$ cat src/rtl/pci_parity_reporter.sv
module pci_parity_reporter #(
  parameter int LANE_W = 32,
  parameter int CBE_W  = 4
) (
  input  logic                  clk,
  input  logic                  rst_n,
  input  logic [2*LANE_W-1:0]   ad,
  input  logic [2*CBE_W-1:0]    cbe,
  input  logic                  par_lo,
  input  logic                  par_hi,
  input  logic                  addr_phase,
  input  logic                  init_rdy_n,
  input  logic                  tgt_rdy_n,
  input  logic                  xfer64,
  input  logic                  perr_resp_en,
  input  logic                  serr_resp_en,
  output logic                  data_err_n,
  output logic                  sys_err_pull
);
  localparam int LANES = 2;

  logic [LANES-1:0] lane_par, held_par;
  logic held_data, held_addr, held_wide;
  logic perr_q, serr_q;

  for (genvar g = 0; g < LANES; g++) begin : g_lane
    assign lane_par[g] = ^{ad[g*LANE_W +: LANE_W], cbe[g*CBE_W +: CBE_W]};
  end

  wire data_done = !init_rdy_n && !tgt_rdy_n && !addr_phase;
  wire mismatch  = (held_par[0] ^ par_lo) | (held_wide & (held_par[1] ^ par_hi));

  always_ff @(posedge clk or negedge rst_n) begin
    if (!rst_n) begin
      held_data <= 1'b0;
      held_addr <= 1'b0;
      held_wide <= 1'b0;
      held_par  <= '0;
      perr_q    <= 1'b0;
      serr_q    <= 1'b0;
    end else begin
      held_data <= data_done;
      held_addr <= addr_phase;
      held_wide <= xfer64;
      held_par  <= lane_par;
      perr_q    <= held_data & mismatch & perr_resp_en;
      serr_q    <= held_addr & mismatch & serr_resp_en;
    end
  end

  assign data_err_n   = ~perr_q;
  assign sys_err_pull = serr_q;
endmodule


$ cat config.mk
export PLATFORM = sky130hd
export DESIGN_NAME = pci_parity_reporter
export DESIGN_NICKNAME = d
export VERILOG_FILES = /design/src/rtl/pci_parity_reporter.sv
export SDC_FILE = /design/constraint.sdc
export NUM_CORES = 1
export LEC_CHECK = 0
export BUFFER_PORTS_ARGS = -buffer_cell sky130_fd_sc_hd__buf_4
export CAP_MARGIN = 30
export CORE_ASPECT_RATIO = 0.9
export CORE_MARGIN = 3
export CORE_UTILIZATION = 38
export DETAILED_ROUTE_END_ITERATION = 8
export MAX_ROUTING_LAYER = met4
export PLACE_DENSITY_LB_ADDON = 0.2
export SYNTH_ARGS = -nofsm -noshare
export SYNTH_HDL_FRONTEND = slang
export SYNTH_SLANG_ARGS = --single-unit
$ cat constraint.sdc
create_clock -name clk -period 2.4 [get_ports clk]
set_input_delay 0 -clock clk [delete_from_list [all_inputs] [get_ports clk]]
set_output_delay 0 -clock clk [all_outputs]
set_load 0.005 [all_outputs]
# Word-level counts from Yosys, hierarchy flattened
# Index checks and enable logic that the tools add are counted.
classes:
  n_addsub: 0
  mul: 0
  n_div: 0
  n_lt_le_gt_ge: 0
  n_eq_ne: 0
  n_shift: 0
  n_mux: 0
  n_bitwise: 9
  reduce_logical: 7
ops:
  columns: ["operator", "n"]
  rows:
  - ["parity 36 bit", 2]
  - ["AND 1 bit", 5]
  - ["zero test 1 bit", 3]
  - ["logical AND 1 bit", 2]
  - ["XOR 1 bit", 2]
  - ["inverter 1 bit", 1]
  - ["OR 1 bit", 1]
totals:
  reg_bits: 7
  latchBits: 0
  mem_bits_rw: 0
  romBits: 0
  in_bits: 82
  wordCells: 22
  memories: 0

# Longest topological paths before layout
# Gate-level depths: netlist (run 1).
depth:
  ltp_word: 5
  ltp_mapped: 5
  ltp_nobuf: 5

# Worst setup path after synthesis (run 1)
# OpenSTA, ideal clock, no wires.
synth_timing:
  kind: "in2reg"
  startpoint: "input ad[26]"
  endpoint: "register held_par[0]"
  setup_time_ps: 123
  arrival_time_ps: 986
  required_time_ps: 2277
  path_slack_ps: 1292
  stages: 5
  n_path_buf: 0
  cell_sequence: "xor2_1 xnor2_1 xnor2_1 xnor3_1 xnor2_1"
synth_between:
  elab_chain_len: 1
synth_rtl:
  columns: ["element", "line_no", "text"]
  rows:
  - ["from (decl)", "7", "input logic [2*LANE_W-1:0] ad,"]
  - ["parity 36 bit", "27", "assign lane_par[g] = ^{ad[g*LANE_W +: LANE_W], cbe[g*CBE_W +: CBE_W]};"]
  - ["via lane_par[0]", "22", "logic [LANES-1:0] lane_par, held_par;"]
  - ["to (signal assigned)", "45", "held_par <= lane_par;"]
  - ["to (decl)", "22", null]
# The timed path passes the listed nets, and every way through them passes these cells.

# Worst setup path after layout (run 1)
layout_timing:
  startpoint: "input init_rdy_n"
  endpoint: "register held_data"
layout_between:
  elab_chain_len: 3
layout_rtl:
  columns: ["element", "line_no", "text"]
  rows:
  - ["from (decl)", "12", "input logic init_rdy_n,"]
  - ["zero test 1 bit", "30", "wire data_done = !init_rdy_n && !tgt_rdy_n && !addr_phase;"]
  - ["logical AND 1 bit (2 in a row)", "30", null]
  - ["via data_done", "30", null]
  - ["to (signal assigned)", "42", "held_data <= data_done;"]
  - ["to (decl)", "23", "logic held_data, held_addr, held_wide;"]
# The timed path passes the listed nets, and every way through them passes these cells.

==> impl_metrics.csv, run 1 <==
group,metric,value,unit
grt,grt_overflow,0,
cts,cts_max_level,1,
final_layout,finish.instance_area,1595,um2
worst_hold_path,min_path_type,"input pin to async pin",
sta,slew_viol_final,0,
cts,clk_pin_slew,50,ps
sta,max_freq,794.7,MHz
routing,drt_iter0_markers,7,
final_layout,drive_gt1_share,48.31,%
cts,cts_root_buf,"clkbuf_4",
grt,use_met1,13.43,%
placed_design,placed_cell_area,1499,um2
logic_synthesis,synth_most_common_cell,"xnor2_1",
routing,ant_nets,0,
sta,worstMarginPinSlew,208.6,ps
run,drv_cap,0,
critical_path,worstPathArrival,1440,ps
logic_synthesis,synth-seq-cells,7,
sta,finalHoldViolations,0,
grt,grt_pass1_wl,3270,um
cts,cts_buffers,3,
power_and_ir_drop,p_leak,0.7370,nW
grt,use_met3,6.170,%
cts,post_cts_buffers,0,
grt,grt_max_degree,8,
logic_synthesis,synth_edf_count,0,
final_layout,antenna_cells,0,
critical_path,required,2580,ps
floorplanning,die_w,55.70,um
grt,grt_use_total,15.29,%
routing,dr.pass1.iters,4,
routing,wl_per_cell,10.72,um
routing,drc,0,
floorplanning,ios,84,
grt,antenna_found_initial,0,
logic_synthesis,syn_avg_cell_area,10.05,um2
cts,cts_sinks,7,
logic_synthesis,synth_top_area_share,60.15,%
logic_synthesis,netlist_top_cells_area,"xnor2_1 (60%), dfrtp_1 (21%), xor2_1 (10%), xnor3_1 (5.3%), nand2_1 (0.89%)",
floorplanning,die_y,50.73,um
floorplanning,initial_utilization,42.06,%
critical_path,path_max_fanout,1,
logic_synthesis,syn_area,844.6,um2
floorplanning,coreArea,2008,um2
logic_synthesis,synth_fp_nets,166,
logic_synthesis,ys_warn_count,0,
cts,cts_resized,0,
logic_synthesis,synth_cell_types,9,
critical_path,cp-start-kind,"input pin",
sta,finalCritPeriodShare,52.43,%
sta,setup-violations-final,0,
logic_synthesis,yosys-top-cells-count,"xnor2_1 (58), xor2_1 (10), dfrtp_1 (7)",
cts,clock_latency,250,ps
floorplanning,std_cell_rows,15,
sta,tns,0,ps
placed_design,gp_congestion,0.7276,
logic_synthesis,async_flop_share,100.0,%
status,outcome,"finished, final reports clean",
final_layout,areaGrowthSynthToFinish,88.89,%
logic_synthesis,syn_inst,84,
grt,grt_pass1_vias,884,
power_and_ir_drop,power.density,470.7,nW/um2
critical_path,crit_type,"input pin to flop",
sta,rsz0062_at_grt,"no",
routing,viasPerCell,4.281,
sta,maxSlewHeadroom,85.99,%
final_layout,final_core_util,79.44,%
cts,cts.path.max_buffers,2,
floorplanning,dieArea,2825,um2
sta,layout_min_cycle_time,1258,ps
cts,cts_tree,"yes",
grt,grtUsageMet2,29.92,%
sta,final.setup_skew,2.808,ps
final_layout,layout.nets,261,
grt,grt-busiest-layer,"met2",
critical_path,endpoint_kind,"flop",
routing,routed_wl,2177,um
logic_synthesis,ys.flop_type,"dfrtp_1",
cts,cts_hold_buf,7,
routing,vias,869,
power_and_ir_drop,irDropWorstVdd,0.0003314,V
placed_design,port_buffers,83,
logic_synthesis,post-synth-top-area-cell,"xnor2_1",
logic_synthesis,ys_seq_area_share,20.74,%
==> critical path: stages <==
cell	delay (ps)
dlygate4sd3_1	540
buf_4	130
nor3_1	180
dlygate4sd3_1	580
==> area by class of cell <==
type	count	area, um2
multi-input combinational	76	665.6
tap	25	31.28
inverter	1	3.754
sequential	7	175.2
fill	134	412.9
clock buffer	4	26.28
timing repair buffer	90	693.2
==> metrics by stage <==
stage               cells  hold WS, ps  power [mW]  setup slack, ps
finish                203        91.48      0.7508             1142
global route          203        81.44      0.8100             1080
CTS                   203        82.66      0.7611             1217
detailed placement    192       -185.0      0.6426             1057
global placement      192       -186.1      0.6325             1098
floorplan              84       -295.6      0.4943             1292
==> power breakdown <==
| part | internal, mW | total [mW] | switching [mW] |
|---|---|---|---|
| clock | 0.0634 | 0.106 | 0.0426 |
| combinational | 0.326 | 0.490 | 0.163 |
| sequential | 0.147 | 0.155 | 0.00827 |
==> cells by family (layout without fill, tap and decap cells) <==
group / Yosys count / count (layout) / share of synthesized area, %
AO/OA/AOI/OAI: 1 / 1 / 0.5920
XOR/XNOR: 70 / 70 / 75.85
buffers and inverters: 1 / 95 / 0.4440
flip-flops: 7 / 7 / 20.74
AND/OR/NAND/NOR: 5 / 5 / 2.370
==> final timing paths <==
| check | start | end | slack [ps] | cells after the start |
|---|---|---|---|---|
| max in group asynchronous | rst_n | held_wide$_DFF_PN0_ | 2190 | 2 |
| min in group clk | par_lo | sys_err_pull$_DFF_PN0_ | 140 | 4 |
| setup reg to reg | held_par[1]$_DFF_PN0_ | perr_q$_DFF_PN0_ | 1530 | 3 |
| hold reg to reg | held_addr$_DFF_PN0_ | sys_err_pull$_DFF_PN0_ | 490 | 2 |
| setup / recovery | init_rdy_n | held_data$_DFF_PN0_ | 1140 | 4 |
| hold / removal | rst_n | sys_err_pull$_DFF_PN0_ | 90 | 2 |
==> metal layers <==
layer,up-vias,routed length [um]
met5,-,0
met4,0,14
met1,379,653
met3,2,230
li1,442,-
met2,46,1278
==> state kept, by name (all words and copies together), names as in the netlist <==
signal        cells
sys_err_pull      1
perr_q            1
held_wide         1
held_addr         1
held_par          2
held_data         1
==> cell usage in the layout (no fill, tap or decap), types with 2 or more instances in the layout <==
master and count:
dfrtp_1 7, xor2_1 10, buf_4 83, clkbuf_4 3, xnor2_1 58, nand2_1 2, nor2_1 2, xnor3_1 2
dlygate4sd3_1 7
No activity file was read; power rests on OpenSTA's default activity.
==> inputs of run 2 (changes only) <==
--- a/config.mk
+++ b/config.mk
@@ -9,7 +9,7 @@
 export CAP_MARGIN = 30
 export CORE_ASPECT_RATIO = 0.9
 export CORE_MARGIN = 3
-export CORE_UTILIZATION = 38
+export CORE_UTILIZATION = 32
 export DETAILED_ROUTE_END_ITERATION = 8
 export MAX_ROUTING_LAYER = met4
 export PLACE_DENSITY_LB_ADDON = 0.2
==> constraint.sdc (replaced) <==
create_clock -name clk -period 1.1 [get_ports clk]
set_input_delay 0 -clock clk [delete_from_list [all_inputs] [get_ports clk]]
set_output_delay 0 -clock clk [all_outputs]
set_load 0.005 [all_outputs]
==> impl_metrics.csv, run 2 (synthesized netlist as in run 1, its figures left out) <==
group,metric,value,unit
critical_path,slowest_delay,430,ps
sta,maxSlewHeadroom,84.56,%
floorplanning,die_y,54.74,um
critical_path,rr_worst_depth,3,
sta,layout_min_cycle_time,1032,ps
grt,grt_pass1_vias,803,
floorplanning,std_cell_rows,17,
placed_design,gp_congestion,0.6827,
grt,grt_overflow,0,
grt,antenna_found_initial,0,
sta,max_freq,968.6,MHz
final_layout,final_cells,206,
worst_hold_path,min_path_type,"input pin to async pin",
sta,finalCritPeriodShare,93.86,%
routing,routed_wl,1989,um
power_and_ir_drop,power.density,1025,nW/um2
power_and_ir_drop,irDropWorstVdd,0.0008551,V
power_and_ir_drop,p_switching,467.1,uW
final_layout,antenna_cells,0,
sta,final.setup_skew,9.761,ps
placed_design,port_buffers,83,
final_layout,largest_register,"held_par",
critical_path,setup.worst_path.end,"held_par[0]$_DFF_PN0_",
sta,finalHoldViolations,0,
critical_path,worstPathArrival,1160,ps
grt,grt_use_total,12.54,%
cts,cts_max_level,1,
floorplanning,dieArea,3292,um2
critical_path,crit_type,"input pin to flop",
power_and_ir_drop,p_clk_share,14.1,%
sta,worst_hold_slack,85.90,ps
final_layout,mostFrequentLayoutCells,"buf_4 (83), xnor2_1 (58), xor2_1 (10)",
critical_path,critPathTopFamily,"XOR/XNOR gates",
sta,slew_viol_final,0,
final_layout,final_core_util,64.25,%
placed_design,dp_hpwl,1842,um
sta,worstMarginPinSlew,229.9,ps
routing,ant_nets,0,
final_layout,areaGrowthSynthToFinish,89.33,%
sta,setup-violations-final,0,
critical_path,path_max_fanout,1,
critical_path,cp_num_cells,6,
grt,grt_pass1_wl,2911,um
power_and_ir_drop,p_sw_share,28.50,%
routing,viasPerCell,4.068,
critical_path,crit_slowest_cell,"xnor3_1",
routing,vias,838,
sta,tns,0,ps
critical_path,critPathBufInv,1,
run,drv_cap,0,
critical_path,endpoint_kind,"flop",
cts,cts_resized,0,
cts,cts_tree,"yes",
final_layout,nFillCells,216,
cts,clock_latency,250,ps
critical_path,crit_start,"ad[26]",
cts,cts_root_buf,"clkbuf_4",
critical_path,path_cells,"buf_4, xor2_1, xnor2_1, xnor2_1, xnor3_1, xnor2_1",
final_layout,drive_gt1_share,48.31,%
routing,wl_per_cell,9.655,um
placed_design,placed_cell_area,1503,um2
power_and_ir_drop,p_leak,0.7349,nW
power_and_ir_drop,finalPower,1.639,mW
cts,cts_buffers,3,
final_layout,register_area,175.2,um2
floorplanning,die_w,60.15,um
critical_path,worstReg2RegEnd,"perr_q$_DFF_PN0_",
cts,cts.path.max_buffers,2,
power_and_ir_drop,internal_power,1.172,mW
final_layout,multi_input_area,665.6,um2
floorplanning,ios,84,
power_and_ir_drop,pwr-share-comb,65.2,%
floorplanning,coreArea,2489,um2
final_layout,largest_reg_flops,2,
placed_design,dp.cells,195,
cts,cts_sinks,7,
sta,worst_slack,67.59,ps
sta,rsz0062_at_grt,"no",
floorplanning,initial_utilization,33.94,%
status,outcome,"finished, final reports clean",
routing,drt_iter0_markers,4,
critical_path,r2r_start,"held_par[1]$_DFF_PN0_",
critical_path,regToRegSetupSlack,200,ps
routing,dr.pass1.iters,2,
final_layout,layout.nets,261,
routing,drc,0,
final_layout,finish.instance_area,1599,um2
critical_path,crit_top_cell,"xnor2_1",
critical_path,required,1230,ps
cts,clk_pin_slew,50,ps
final_layout,layout_commonest_cell,"buf_4",
grt,grt_max_degree,8,
placed_design,post-place-ws,-203.3,ps
critical_path,cp-start-kind,"input pin",
power_and_ir_drop,power_frac_seq,20.7,%
-- run 2: cell counts in the layout (fill, tap and decap cells not counted) --
Identical to the previous run, type by type.
-- run 2: how the worst min path moves through the flow --
stage,endpoint
after floorplan,held_addr$_DFF_PN0_
after global placement,sys_err_pull$_DFF_PN0_
after detailed placement,sys_err_pull$_DFF_PN0_
after CTS,sys_err_pull$_DFF_PN0_
after global routing,sys_err_pull$_DFF_PN0_
final,sys_err_pull$_DFF_PN0_
-- run 2: layer usage --
| metal | wire (um) | global-route usage (%) | vias to the layer above |
|---|---|---|---|
| met4 | 11 | 4.428 | 0 |
| met5 | 0 | - | - |
| met1 | 567 | 11.13 | 356 |
| met2 | 1225 | 24.64 | 38 |
| li1 | - | - | 442 |
| met3 | 184 | 4.245 | 2 |
-- run 2: worst register-to-register path: stages, from the launching register on --
cell     delay, ps
dfrtp_1        370
xor2_1         140
a21oi_1        200
nor2_1          70
-- run 2: timing repair --
item | in CTS | in global routing
setup buffers | 0 | 0
hold buffers | 7 | 0
hold endpoints to repair | 12 | 0
-- run 2: layout make-up --
type | instances | area share [%]
Clock buffer | 4 | 1.643
Inverter | 1 | 0.2347
Multi-Input combinational cell | 76 | 41.63
Sequential cell | 7 | 10.95
Tap cell | 28 | 2.191
Timing Repair Buffer | 90 | 43.35
-- run 2: power groups by stage --
stage          sequential (mW)  combinational [mW]  clock, mW
5_1_grt                  0.344                1.16      0.260
2_1_floorplan            0.342               0.736          0
3_3_place_gp             0.344                1.05          0
3_5_place_dp             0.345                1.06          0
6_report                 0.340                1.07      0.231
4_1_cts                  0.341                1.09      0.244
==> inputs of run 3 (changes only) <==
--- a/config.mk
+++ b/config.mk
@@ -7,12 +7,15 @@
 export LEC_CHECK = 0
 export BUFFER_PORTS_ARGS = -buffer_cell sky130_fd_sc_hd__buf_4
 export CAP_MARGIN = 30
+export CELL_PAD_IN_SITES_DETAIL_PLACEMENT = 0
+export CELL_PAD_IN_SITES_GLOBAL_PLACEMENT = 1
 export CORE_ASPECT_RATIO = 0.9
 export CORE_MARGIN = 3
-export CORE_UTILIZATION = 32
+export CORE_UTILIZATION = 21
 export DETAILED_ROUTE_END_ITERATION = 8
 export MAX_ROUTING_LAYER = met4
 export PLACE_DENSITY_LB_ADDON = 0.2
+export SLEW_MARGIN = 20
 export SYNTH_ARGS = -nofsm -noshare
 export SYNTH_HDL_FRONTEND = slang
 export SYNTH_SLANG_ARGS = --single-unit
==> impl_metrics.csv, run 3 (synthesized netlist as in run 1, its figures left out) <==
group,metric,value,unit
routing,dr.pass1.iters,2,
critical_path,worstPathArrival,1180,ps
sta,finalCritPeriodShare,98.09,%
placed_design,dp.cells,213,
routing,vias,832,
critical_path,endpoint_kind,"flop",
sta,max_freq,926.8,MHz
sta,maxSlewHeadroom,85.73,%
final_layout,final_cells,224,
grt,grt_overflow,0,
final_layout,layout_commonest_cell,"buf_4",
final_layout,mostFrequentLayoutCells,"buf_4 (73), xnor2_1 (53), buf_6 (10)",
final_layout,largest_reg_flops,2,
power_and_ir_drop,finalPower,1.816,mW
final_layout,nFillCells,398,
sta,layout_min_cycle_time,1079,ps
worst_hold_path,min_path_type,"input pin to async pin",
cts,cts_buffers,3,
floorplanning,initial_utilization,22.32,%
power_and_ir_drop,power.density,1049,nW/um2
final_layout,antenna_cells,0,
floorplanning,die_y,66.16,um
run,drv_cap,0,
grt,grt_pass1_wl,3118,um
final_layout,drive_gt1_share,52.25,%
cts,cts_root_buf,"clkbuf_8",
grt,grt_max_degree,8,
sta,final.setup_skew,2.885,ps
placed_design,port_buffers,83,
cts,cts_sinks,7,
routing,ant_nets,0,
sta,finalHoldViolations,0,
final_layout,largest_register,"held_par",
critical_path,path_max_fanout,1,
cts,post_cts_buffers,0,
grt,grt_pass1_vias,801,
floorplanning,die_w,72.85,um
floorplanning,dieArea,4819,um2
sta,worstMarginPinSlew,212.6,ps
routing,routed_wl,2271,um
sta,rsz0062_at_grt,"yes",
routing,drt_iter0_markers,11,
cts,cts_max_level,1,
routing,viasPerCell,3.714,
routing,wl_per_cell,10.14,um
grt,antenna_found_initial,0,
floorplanning,std_cell_rows,21,
floorplanning,ios,84,
cts,clk_pin_slew,40,ps
placed_design,gp_congestion,0.6804,
placed_design,dp_hpwl,2007,um
status,outcome,"finished, final reports clean",
final_layout,layout.nets,261,
placed_design,post-place-ws,-205.5,ps
cts,cts_tree,"yes",
power_and_ir_drop,p_leak,0.7860,nW
cts,cts.path.max_buffers,2,
power_and_ir_drop,irDropWorstVdd,0.0003759,V
routing,drc,0,
cts,clock_latency,220,ps
sta,tns,0,ps
critical_path,cp-start-kind,"input pin",
sta,slew_viol_final,0,
final_layout,final_core_util,45.73,%
final_layout,areaGrowthSynthToFinish,104.9,%
critical_path,required,1200,ps
grt,grt_use_total,8.506,%
floorplanning,coreArea,3784,um2
sta,worst_slack,21.06,ps
sta,setup-violations-final,0,
critical_path,crit_type,"input pin to flop",
## run 3: cell counts in the layout (fill, tap and decap cells not counted)
No cell type changed its count.
## run 3: final cells by class
type / count / area, um2 / share of cell area (%)
Multi-Input combinational cell: 76 / 718.2 / 41.50
Tap cell: 46 / 57.56 / 3.326
Sequential cell: 7 / 175.2 / 10.12
Timing Repair Buffer: 90 / 730.7 / 42.23
Inverter: 1 / 3.754 / 0.2169
Clock buffer: 4 / 45.04 / 2.603
## run 3: worst paths after layout
path	start	to	slack (ps)	depth (start not counted)
setup / recovery	ad[45]	held_par[1]$_DFF_PN0_	20	6
hold / removal	rst_n	sys_err_pull$_DFF_PN0_	130	2
setup reg to reg	held_par[1]$_DFF_PN0_	perr_q$_DFF_PN0_	230	3
hold reg to reg	held_data$_DFF_PN0_	perr_q$_DFF_PN0_	470	2
max in group asynchronous	rst_n	perr_q$_DFF_PN0_	850	2
min in group clk	par_lo	sys_err_pull$_DFF_PN0_	180	4
## run 3: stage by stage
stage | hold slack, ps | instance area (um2)
3_5_place_dp | -183.1 | 1525
2_1_floorplan | -295.6 | 844.6
3_3_place_gp | -185.7 | 1525
6_report | 131.0 | 1730
4_1_cts | 124.2 | 1640
5_1_grt | 141.7 | 1730
## run 3: repair_timing
item,4_1_cts,5_1_grt
setup endpoints to repair,0,2
resized for setup,0,17
endpoints found under the hold margin,12,0
hold buffers,7,0
## run 3: routing by layer
layer  GRT usage [%]  wire, um
met1           8.727       760
met2           15.88      1331
met5               -         0
met4           3.456        30
met3           1.520       149
## run 3: power breakdown
| part | leakage (nW) | switching (mW) | internal, mW | total (mW) |
|---|---|---|---|---|
| clock network | 0.0228 | 0.104 | 0.250 | 0.354 |
| logic | 0.676 | 0.383 | 0.739 | 1.12 |
| registers | 0.0872 | 0.0185 | 0.321 | 0.340 |
## run 3: worst max-delay path, cell delays in order
cell and delay (ps):
buf_6 100, xor2_2 160, xnor2_1 180, xnor2_1 160
xnor3_1 440, xnor2_1 140
